$ cat config.mk
export PLATFORM = sky130hd
export DESIGN_NAME = tlb_pair_check
export DESIGN_NICKNAME = d
export VERILOG_FILES = /design/src/rtl/tlbpc_pkg.sv /design/src/rtl/tlbpc_pick.sv /design/src/rtl/tlbpc_judge.sv /design/src/rtl/tlbpc_compose.sv /design/src/rtl/tlb_pair_check.sv
export SDC_FILE = /design/constraint.sdc
export NUM_CORES = 1
export LEC_CHECK = 0
export BUFFER_PORTS_ARGS = -buffer_cell sky130_fd_sc_hd__buf_4
export CORE_ASPECT_RATIO = 1.75
export CORE_UTILIZATION = 45
export DETAILED_ROUTE_END_ITERATION = 7
export GPL_TIMING_DRIVEN = 0
export PLACE_DENSITY = 0.78
export SKIP_CTS_REPAIR_TIMING = 1
export SYNTH_ARGS = -nofsm -noshare
export SYNTH_HDL_FRONTEND = slang
export SYNTH_SLANG_ARGS = --single-unit
export TNS_END_PERCENT = 5
$ cat constraint.sdc
create_clock -name clk -period 0.8 [get_ports clk]
set_input_delay 0.08 -clock clk [delete_from_list [all_inputs] [get_ports clk]]
set_output_delay 0.08 -clock clk [all_outputs]
set_load 0.01 [all_outputs]
$ cat src/rtl/tlbpc_pkg.sv
package tlbpc_pkg;

  localparam int TLBPC_PAGE_SH = 12;

  typedef enum logic [2:0] {
    RES_OK      = 3'd0,
    RES_BADADDR = 3'd1,
    RES_MISS    = 3'd2,
    RES_INVALID = 3'd3,
    RES_DIRTY   = 3'd4,
    RES_RD_INH  = 3'd5,
    RES_EX_INH  = 3'd6,
    RES_PRIV    = 3'd7
  } tlbpc_res_e;

  typedef enum logic [1:0] {
    ACC_LOAD  = 2'd0,
    ACC_STORE = 2'd1,
    ACC_FETCH = 2'd2
  } tlbpc_acc_e;

  typedef struct packed {
    logic       valid;
    logic       dirty;
    logic [1:0] plv;
    logic       rplv;
    logic       no_rd;
    logic       no_ex;
  } tlbpc_flags_t;

  // Mask covering the in-page offset of a 2**ps page.
  function automatic logic [63:0] tlbpc_low_mask(input logic [5:0] ps);
    return (64'd1 << ps) - 64'd1;
  endfunction

  // Privilege rule: exact match when restricted, otherwise ceiling.
  function automatic logic tlbpc_priv_bad(input logic rplv,
                                          input logic [1:0] cur,
                                          input logic [1:0] own);
    return rplv ? (cur != own) : (cur > own);
  endfunction

endpackage

$ cat src/rtl/tlbpc_pick.sv
module tlbpc_pick
  import tlbpc_pkg::*;
#(
  parameter int VA_W     = 48,
  parameter int PA_W     = 48,
  parameter int DESC_W   = 64,
  parameter int PS_W     = 6,
  parameter int NARROW_W = 32
) (
  input  logic [VA_W-1:0]   va_i,
  input  logic [PS_W-1:0]   ps_i,
  input  logic [DESC_W-1:0] even_i,
  input  logic [DESC_W-1:0] odd_i,
  input  logic              mode64_i,
  output tlbpc_flags_t      flags_o,
  output logic [PA_W-1:0]   base_o
);
  localparam int RPLV_POS  = DESC_W - 1;
  localparam int NX_POS    = DESC_W - 2;
  localparam int NR_POS    = DESC_W - 3;
  localparam int NARROW_HI = (NARROW_W - 1 < PA_W - 1) ? NARROW_W - 1 : PA_W - 1;

  logic [VA_W-1:0]   va_shifted;
  logic              odd_sel;
  logic [DESC_W-1:0] desc;
  logic              unused_mid;

  assign va_shifted = va_i >> ps_i;
  assign odd_sel    = va_shifted[0];
  assign desc       = odd_sel ? odd_i : even_i;
  assign unused_mid = ^desc[NR_POS-1:PA_W];

  always_comb begin
    flags_o.valid = desc[0];
    flags_o.dirty = desc[1];
    flags_o.plv   = desc[3:2];
    // narrow layout carries none of the three extension flags
    flags_o.rplv  = mode64_i & desc[RPLV_POS];
    flags_o.no_ex = mode64_i & desc[NX_POS];
    flags_o.no_rd = mode64_i & desc[NR_POS];
  end

  for (genvar b = 0; b < PA_W; b++) begin : g_base
    if (b < TLBPC_PAGE_SH) begin : g_off
      assign base_o[b] = 1'b0;
    end else if (b <= NARROW_HI) begin : g_lo
      assign base_o[b] = desc[b];
    end else begin : g_hi
      assign base_o[b] = mode64_i & desc[b];
    end
  end

endmodule

$ cat src/rtl/tlbpc_judge.sv
module tlbpc_judge
  import tlbpc_pkg::*;
(
  input  tlbpc_flags_t flags_i,
  input  logic [1:0]   acc_i,
  input  logic [1:0]   plv_i,
  output tlbpc_res_e   code_o,
  output logic         priv_fail_o
);
  tlbpc_acc_e acc;
  assign acc         = tlbpc_acc_e'(acc_i);
  assign priv_fail_o = tlbpc_priv_bad(flags_i.rplv, plv_i, flags_i.plv);

  always_comb begin
    if (!flags_i.valid)                            code_o = RES_INVALID;
    else if (acc == ACC_FETCH && flags_i.no_ex)    code_o = RES_EX_INH;
    else if (acc == ACC_LOAD && flags_i.no_rd)     code_o = RES_RD_INH;
    else if (priv_fail_o)                          code_o = RES_PRIV;
    else if (acc == ACC_STORE && !flags_i.dirty)   code_o = RES_DIRTY;
    else                                           code_o = RES_OK;
  end

endmodule

$ cat src/rtl/tlbpc_compose.sv
module tlbpc_compose
  import tlbpc_pkg::*;
#(
  parameter int VA_W = 48,
  parameter int PA_W = 48,
  parameter int PS_W = 6
) (
  input  logic [VA_W-1:0] va_i,
  input  logic [PS_W-1:0] ps_i,
  input  logic [PA_W-1:0] base_i,
  input  tlbpc_res_e      code_i,
  input  logic            dirty_i,
  input  logic            no_ex_i,
  output logic [PA_W-1:0] pa_o,
  output logic            rd_o,
  output logic            wr_o,
  output logic            ex_o
);
  logic [PA_W-1:0] off_mask;
  logic [PA_W-1:0] va_w;
  logic            hit;

  assign off_mask = PA_W'(tlbpc_low_mask(6'(ps_i)));
  assign va_w     = PA_W'(va_i);
  assign hit      = (code_i == RES_OK);

  always_comb begin
    pa_o = '0;
    rd_o = 1'b0;
    wr_o = 1'b0;
    ex_o = 1'b0;
    if (hit) begin
      pa_o = (base_i & ~off_mask) | (va_w & off_mask);
      rd_o = 1'b1;
      wr_o = dirty_i;
      ex_o = ~no_ex_i;
    end
  end

endmodule

$ cat src/rtl/tlb_pair_check.sv
module tlb_pair_check
  import tlbpc_pkg::*;
#(
  parameter int VA_W   = 48,
  parameter int PA_W   = 48,
  parameter int DESC_W = 64,
  parameter int PS_W   = 6,
  parameter int PS_MIN = 12,
  parameter int PS_MAX = 30
) (
  input  logic              clk,
  input  logic              rst_n,
  input  logic [VA_W-1:0]   va_i,
  input  logic [PS_W-1:0]   ps_i,
  input  logic [1:0]        acc_i,
  input  logic [1:0]        plv_i,
  input  logic [DESC_W-1:0] even_i,
  input  logic [DESC_W-1:0] odd_i,
  input  logic              mode64_i,
  output logic [2:0]        code_o,
  output logic [PA_W-1:0]   pa_o,
  output logic              rd_o,
  output logic              wr_o,
  output logic              ex_o
);
  localparam logic [PS_W-1:0] PS_LO = PS_W'(PS_MIN);
  localparam logic [PS_W-1:0] PS_HI = PS_W'(PS_MAX);

  tlbpc_flags_t    flags_w;
  logic [PA_W-1:0] base_w;
  tlbpc_res_e      code_w;
  logic            priv_fail_w;
  logic [PA_W-1:0] pa_w;
  logic            rd_w, wr_w, ex_w;

  tlbpc_pick #(.VA_W(VA_W), .PA_W(PA_W), .DESC_W(DESC_W), .PS_W(PS_W)) u_pick (
    .va_i(va_i), .ps_i(ps_i), .even_i(even_i), .odd_i(odd_i),
    .mode64_i(mode64_i), .flags_o(flags_w), .base_o(base_w)
  );

  tlbpc_judge u_judge (
    .flags_i(flags_w), .acc_i(acc_i), .plv_i(plv_i),
    .code_o(code_w), .priv_fail_o(priv_fail_w)
  );

  tlbpc_compose #(.VA_W(VA_W), .PA_W(PA_W), .PS_W(PS_W)) u_compose (
    .va_i(va_i), .ps_i(ps_i), .base_i(base_w), .code_i(code_w),
    .dirty_i(flags_w.dirty), .no_ex_i(flags_w.no_ex),
    .pa_o(pa_w), .rd_o(rd_w), .wr_o(wr_w), .ex_o(ex_w)
  );

  tlbpc_res_e      code_q;
  logic [PA_W-1:0] pa_q;
  logic            rd_q, wr_q, ex_q;

  always_ff @(posedge clk or negedge rst_n) begin
    if (!rst_n) begin
      code_q <= RES_INVALID;
      pa_q   <= '0;
      rd_q   <= 1'b0;
      wr_q   <= 1'b0;
      ex_q   <= 1'b0;
    end else begin
      code_q <= code_w;
      pa_q   <= pa_w;
      rd_q   <= rd_w;
      wr_q   <= wr_w;
      ex_q   <= ex_w;
    end
  end

  assign code_o = code_q;
  assign pa_o   = pa_q;
  assign rd_o   = rd_q;
  assign wr_o   = wr_q;
  assign ex_o   = ex_q;

  // Observation wires for the checks below
  logic [PA_W-1:0] chk_mask;
  logic [PA_W-1:0] chk_va;
  assign chk_mask = PA_W'(tlbpc_low_mask(6'(ps_i)));
  assign chk_va   = PA_W'(va_i);


  ps_range_chk: assert property (@(posedge clk) disable iff (!rst_n)
    (ps_i >= PS_LO) && (ps_i <= PS_HI));


  acc_legal_chk: assert property (@(posedge clk) disable iff (!rst_n)
    acc_i != 2'd3);


  fault_quiet_chk: assert property (@(posedge clk) disable iff (!rst_n)
    (code_q != RES_OK) |-> (pa_q == '0 && !rd_q && !wr_q && !ex_q));


  match_read_chk: assert property (@(posedge clk) disable iff (!rst_n)
    (code_q == RES_OK) |-> rd_q);


  invalid_first_chk: assert property (@(posedge clk) disable iff (!rst_n)
    ($past(rst_n) && !$past(flags_w.valid)) |-> (code_q == RES_INVALID));


  never_miss_chk: assert property (@(posedge clk) disable iff (!rst_n)
    (code_q != RES_BADADDR) && (code_q != RES_MISS));


  priv_code_chk: assert property (@(posedge clk) disable iff (!rst_n)
    ($past(rst_n) && code_q == RES_PRIV) |-> $past(priv_fail_w));


  offset_keep_chk: assert property (@(posedge clk) disable iff (!rst_n)
    ($past(rst_n) && code_q == RES_OK) |->
      ((pa_q & $past(chk_mask)) == ($past(chk_va) & $past(chk_mask))));


  narrow_flags_chk: assert property (@(posedge clk) disable iff (!rst_n)
    ($past(rst_n) && !$past(mode64_i)) |->
      (code_q != RES_RD_INH && code_q != RES_EX_INH && pa_q[PA_W-1:32] == '0));

endmodule

==> flow_summary.json, run 1 <==
{
  "power_mw": 9.87,
  "required_ns": 1.00,
  "grt_pass1_vias": 5266,
  "synthArstFlopShare": 1.00,
  "cts_tree": "done",
  "synth_cells": 501,
  "crit_path_start": "ps_i[2]",
  "grt-ovfl-total": 0,
  "yosys_warnings": 0,
  "startpoint_type": "primary input",
  "outcome": "finished, violations left",
  "dpl.hpwl_mm": 14.4,
  "htreeDepth": 2,
  "setup_viol": 108,
  "gp_congestion": 0.992,
  "drtIter0Drc": 506,
  "layout_setup_ws_ns": -3.04,
  "critPathMaxFanout": 10,
  "max_freq_ghz": 0.260,
  "cp_data_arrival_time_ns": 4.04,
  "tightest_slew_ns": 0.946,
  "synth_top_area_cell": "dfrtp_1",
  "die_h_um": 130,
  "antenna_found_initial": 0,
  "hold_viol_final": 52,
  "violations": "negative hold slack, negative setup slack",
  "die_area_um2": 9790,
  "clockRootBuffer": "clkbuf_16",
  "grt_max_degree": 55,
  "fin_util": 0.726,
  "crit_path_end": "pa_o[42]",
  "min_period_ns": 3.84,
  "area_growth_pct": 56.4,
  "relSlewSlack": 0.363,
  "vias": 5472,
  "ant_nets": 0,
  "fillers": 740,
  "whs_ns": -0.173,
  "clkSlewWorstSetupHoldPaths_ns": 0.07,
  "synth.avg_cell_area_um2": 8.43,
  "start_util": 0.465,
  "ir_drop_mv": 1.78,
  "finalCritPeriodShare": 4.80,
  "core_um2": 9090,
  "synth-edff-count": 0,
  "drt_pass1_iterations": 6,
  "synthMostInstantiatedCell": "nand2_1",
  "port_buffers": 197,
  "diodes": 0,
  "yosys-top-cells-count": "65 x nand2_1, 52 x dfrtp_1, 34 x nor2_1, 30 x a21oi_1, 29 x nand4_1",
  "crit_type": "in -> reg",
  "final_nets": 910,
  "ys.flop_type": "dfrtp_1",
  "die_w_um": 75.2,
  "avgViaCountPerCell": 6.52,
  "slew_violations": 0,
  "max-cap-violations": 0,
  "numCtsBuffers": 5,
  "synth_cell_types": 65,
  "grt_pass1_wl_mm": 27.4,
  "routed_wirelength_mm": 19.9,
  "yosysTopAreaCellShare": 0.308,
  "worstSetupEndpointType": "flop",
  "drive_gt1_frac": 0.417,
  "remaining_drc_errors": 0,
  "hold_class": "in -> async",
  "yosysSeqAreaShare": 0.320,
  "synth_area_um2": 4220,
  "clkSinkCount": 54,
  "power_density_nw_per_um2": 1490,
  "rows": 46,
  "ios": 243,
  "synth_seq_cells": 54,
  "cts_buffer_depth": 2,
  "grtUsageTotal": 0.379,
  "rsz0062_at_grt": "true",
  "routedWlPerCell_um": 23.7,
  "synth_nets": 693,
  "synth_area_leaders": "dfrtp_1 31%, nand2_1 5.8%, nand4_1 4.3%",
  "p_leak_nw": 2.94
}
-- flip-flops by register name, summed over array words and instances, names as in the netlist --
name and count:
pa_o 48, code_o 3, ex_o 1, wr_o 1, rd_o 1
-- metrics by stage --
stage	hold WS (ns)	setup TNS, ns	cells	setup WS [ns]	area, um2
2_1_floorplan	-0.216	-145.87	501	-2.81	4280
3_3_place_gp	0.162	-190.69	818	-3.73	5910
3_5_place_dp	0.179	-194.75	818	-3.88	5910
4_1_cts	-0.135	-183.64	826	-3.58	6050
5_1_grt	-0.0971	-171.59	839	-3.19	6610
6_report	-0.173	-161.48	839	-3.04	6610
-- report_power, final --
part           switching [mW]  total [mW]  internal [mW]  leakage [nW]
clock network            1.05        2.21           1.16        0.0706
registers               0.153        3.20           3.04         0.728
logic                    2.30        4.47           2.16          2.14
-- how the worst min path moves through the flow --
stage | startpoint | to | slack, ns | depth (start not counted)
floorplan | rst_n | code_o[2] | -0.22 | 0
global placement | rst_n | pa_o[33] | 0.16 | 1
detailed placement | rst_n | pa_o[41] | 0.18 | 1
CTS | rst_n | pa_o[41] | -0.14 | 1
global route | rst_n | pa_o[11] | -0.1 | 1
finish | rst_n | pa_o[11] | -0.17 | 1
-- layer usage --
metal	GRT usage	share of wire	up-vias
li1	-	-	2328
met3	0.0579	0.076	98
met1	0.408	0.33	2619
met5	0	0	-
met4	0.245	0.068	0
met2	0.668	0.52	427
-- worst max-delay path, stage by stage --
cell and delay, ns:
buf_4 0.14, clkbuf_4 0.23, inv_1 0.14, a2111oi_2 0.36
nor4b_2 0.11, nor4_2 0.35, nand2_1 0.18, buf_8 0.17
buf_8 0.12, mux2i_1 0.17, ha_1 0.28, nor2b_4 0.15
a211oi_2 0.25, a21o_1 0.15, o221ai_2 0.10, or2_4 0.23
mux2_4 0.35, clkbuf_4 0.25, a31oi_1 0.22
-- kinds of logic (layout without fill, tap and decap cells) --
kind of cell             Yosys count  in the layout  synth area share
adder cells (fa/ha/maj)            3              3           0.00889
flip-flops                        54             54             0.320
AND/OR/NAND/NOR                  215            215             0.262
AO/OA/AOI/OAI                    146            146             0.245
buffers and inverters             52            270            0.0592
multiplexers                      26             26            0.0948
XOR/XNOR                           5              5            0.0104
-- cells in the final DEF, fill, tap and decap left out, types with 21 or more instances in the layout --
| master | netlist | final |
|---|---|---|
| buf_4 | 5 | 155 |
| nand2_1 | 65 | 65 |
| buf_6 | 3 | 57 |
| dfrtp_1 | 52 | 52 |
| nor2_1 | 34 | 33 |
| nand4_1 | 29 | 29 |
| a21oi_1 | 30 | 28 |
| o21ai_0 | 25 | 23 |
| clkbuf_1 | 25 | 21 |
| a31oi_1 | 22 | 21 |
-- final cells by class --
type / instances / area [um2] / share of cell area
clock buffers: 6 / 129 / 0.0195
plain buffers: 45 / 299 / 0.0453
flip-flops and latches: 54 / 1350 / 0.205
well taps: 120 / 150 / 0.0227
repair buffers: 211 / 1840 / 0.278
inverters: 6 / 25.0 / 0.00379
clock inverters: 2 / 10.0 / 0.00152
multi-input cells: 395 / 2800 / 0.424
(Power assumes the default switching activity.)
==> run 2, diff against run 1 <==
--- a/config.mk
+++ b/config.mk
@@ -7,6 +7,7 @@
 export LEC_CHECK = 0
 export BUFFER_PORTS_ARGS = -buffer_cell sky130_fd_sc_hd__buf_4
 export CORE_ASPECT_RATIO = 1.75
+export CORE_MARGIN = 3
 export CORE_UTILIZATION = 45
 export DETAILED_ROUTE_END_ITERATION = 7
 export GPL_TIMING_DRIVEN = 0
==> run 2 against run 1 <==
  * The run still ends with negative hold slack, negative setup slack left
  * Worst hold slack improved by 0.017 ns
  * Flip-flop and latch count unchanged
  * Die area increased by 8.6%
  * Critical path depth decreased by 1
  * Count of clock-buffer cells in the layout increased by 1
  * Sequential share of layout area decreased by 0.63 points
  * First-iteration DRC count increased by 24%
==> flow_summary.json, run 2 (synthesis gave the netlist of run 1 again) <==
{
  "outcome": "finished, violations left",
  "violations": "negative hold slack, negative setup slack",
  "ios": 243,
  "cp_top_family": "multiplexers",
  "layout_commonest_cell": "buf_4",
  "setup_viol": 108,
  "numCtsBuffers": 5,
  "hold_class": "in -> async",
  "cts_buffer_depth": 2,
  "die_area_um2": 10600,
  "fillers": 642,
  "die_h_um": 134,
  "area_growth_pct": 61.3,
  "whs_ns": -0.157,
  "routed_wirelength_mm": 21.7,
  "clkSlewWorstSetupHoldPaths_ns": 0.07,
  "avgViaCountPerCell": 6.69,
  "final_nets": 913,
  "start_util": 0.465,
  "diodes": 0,
  "grt-ovfl-total": 0,
  "crit_cells": 18,
  "worstSetupEndpointType": "flop",
  "layout_setup_ws_ns": -2.84,
  "p_leak_nw": 2.98,
  "tightest_slew_ns": 0.772,
  "startpoint_type": "primary input",
  "port_buffers": 197,
  "crit_top_cell": "buf_12",
  "core_um2": 9090,
  "clockRootBuffer": "clkbuf_16",
  "cp_data_arrival_time_ns": 3.84,
  "drt_pass1_iterations": 5,
  "final_cell_mix": "158 x buf_4, 64 x nand2_1, 56 x buf_6",
  "ir_drop_mv": 1.10,
  "crit_path_start": "ps_i[0]",
  "vias": 5628,
  "ant_nets": 0,
  "rows": 46,
  "dpl.hpwl_mm": 15.5,
  "critPathMaxFanout": 5,
  "slew_violations": 0,
  "htreeDepth": 2,
  "routedWlPerCell_um": 25.8,
  "pre_cts_slack_ns": -3.95,
  "gp_congestion": 1.00,
  "worstPathCellList": "buf_12 -> mux4_2 -> mux2i_4 -> nor3_2 -> nor4_4 -> nand2_2 -> buf_12 -> buf_12 -> mux2i_1 -> ha_1 -> nor2b_4 -> a211oi_2 -> a21o_1 -> o221ai_2 -> or2_4 -> mux2_4 -> buf_8 -> a311oi_2",
  "max-cap-violations": 0,
  "rsz0062_at_grt": "true",
  "die_w_um": 79.2,
  "min_period_ns": 3.64,
  "crit_path_end": "pa_o[23]",
  "finalCritPeriodShare": 4.55,
  "grtUsageTotal": 0.364,
  "drive_gt1_frac": 0.445,
  "clkSinkCount": 54,
  "largest_reg_flops": 48,
  "required_ns": 0.99,
  "remaining_drc_errors": 0,
  "grt_pass1_vias": 5401,
  "relSlewSlack": 0.485,
  "slowest_stage": "mux4_2",
  "grt_max_degree": 55,
  "path_buf_inv": 4,
  "hold_viol_final": 54,
  "power_density_nw_per_um2": 1500,
  "max_freq_ghz": 0.275,
  "cts_tree": "done",
  "grt_pass1_wl_mm": 29.3,
  "crit_type": "in -> reg",
  "setup_tns_ns": -151.81,
  "antenna_found_initial": 0,
  "drtIter0Drc": 627,
  "critPathMaxStageDelay_ns": 0.55
}
## run 2: cell count changes in the layout (fill, tap and decap cells not counted), sizes merged
| cell | change |
|---|---|
| clkinvlp | +1 |
| buf | +6 |
| clkinv | -2 |
| dlygate4sd3 | -1 |
| clkbuf | -2 |
| mux2 | +1 |
| inv | -1 |
## run 2: area by class of cell
cell class	count	area (um2)	area share
Buffer	45	330	0.0485
Clock buffer	7	133	0.0195
Inverter	6	28.8	0.00422
Multi-Input combinational cell	396	2940	0.431
Sequential cell	54	1350	0.199
Tap cell	120	150	0.0220
Timing Repair Buffer	213	1880	0.276
## run 2: layer usage
layer | wire, um | up-vias | track usage
met5 | 0 | - | 0
met4 | 1670 | 0 | 0.225
met3 | 1940 | 134 | 0.0491
met2 | 11100 | 494 | 0.646
met1 | 7010 | 2659 | 0.400
li1 | - | 2341 | -
## run 2: where the power goes
group / internal (mW) / switching, mW
registers: 3.04 / 0.152
clock network: 1.15 / 1.05
logic: 2.31 / 2.51
total: 6.51 / 3.71
## run 2: worst min-delay path by stage
stage	from	slack, ns	endpoint	depth (start not counted)
after global routing	rst_n	-0.10	pa_o[31]	1
after floorplan	rst_n	-0.22	code_o[2]	0
after detailed placement	rst_n	0.18	pa_o[19]	1
after global placement	rst_n	0.16	pa_o[17]	1
final	rst_n	-0.16	pa_o[23]	1
after CTS	rst_n	-0.14	pa_o[27]	1
## run 2: metrics by stage
stage	instances	area [um2]	power [mW]	hold slack, ns	util
final	841	6810	10.2	-0.157	0.749
after global routing	841	6810	10.5	-0.103	0.749
after CTS	825	6040	9.09	-0.136	0.664
after detailed placement	818	5910	6.97	0.176	0.650
after global placement	818	5910	6.84	0.164	0.650
after floorplan	501	4280	5.13	-0.216	-
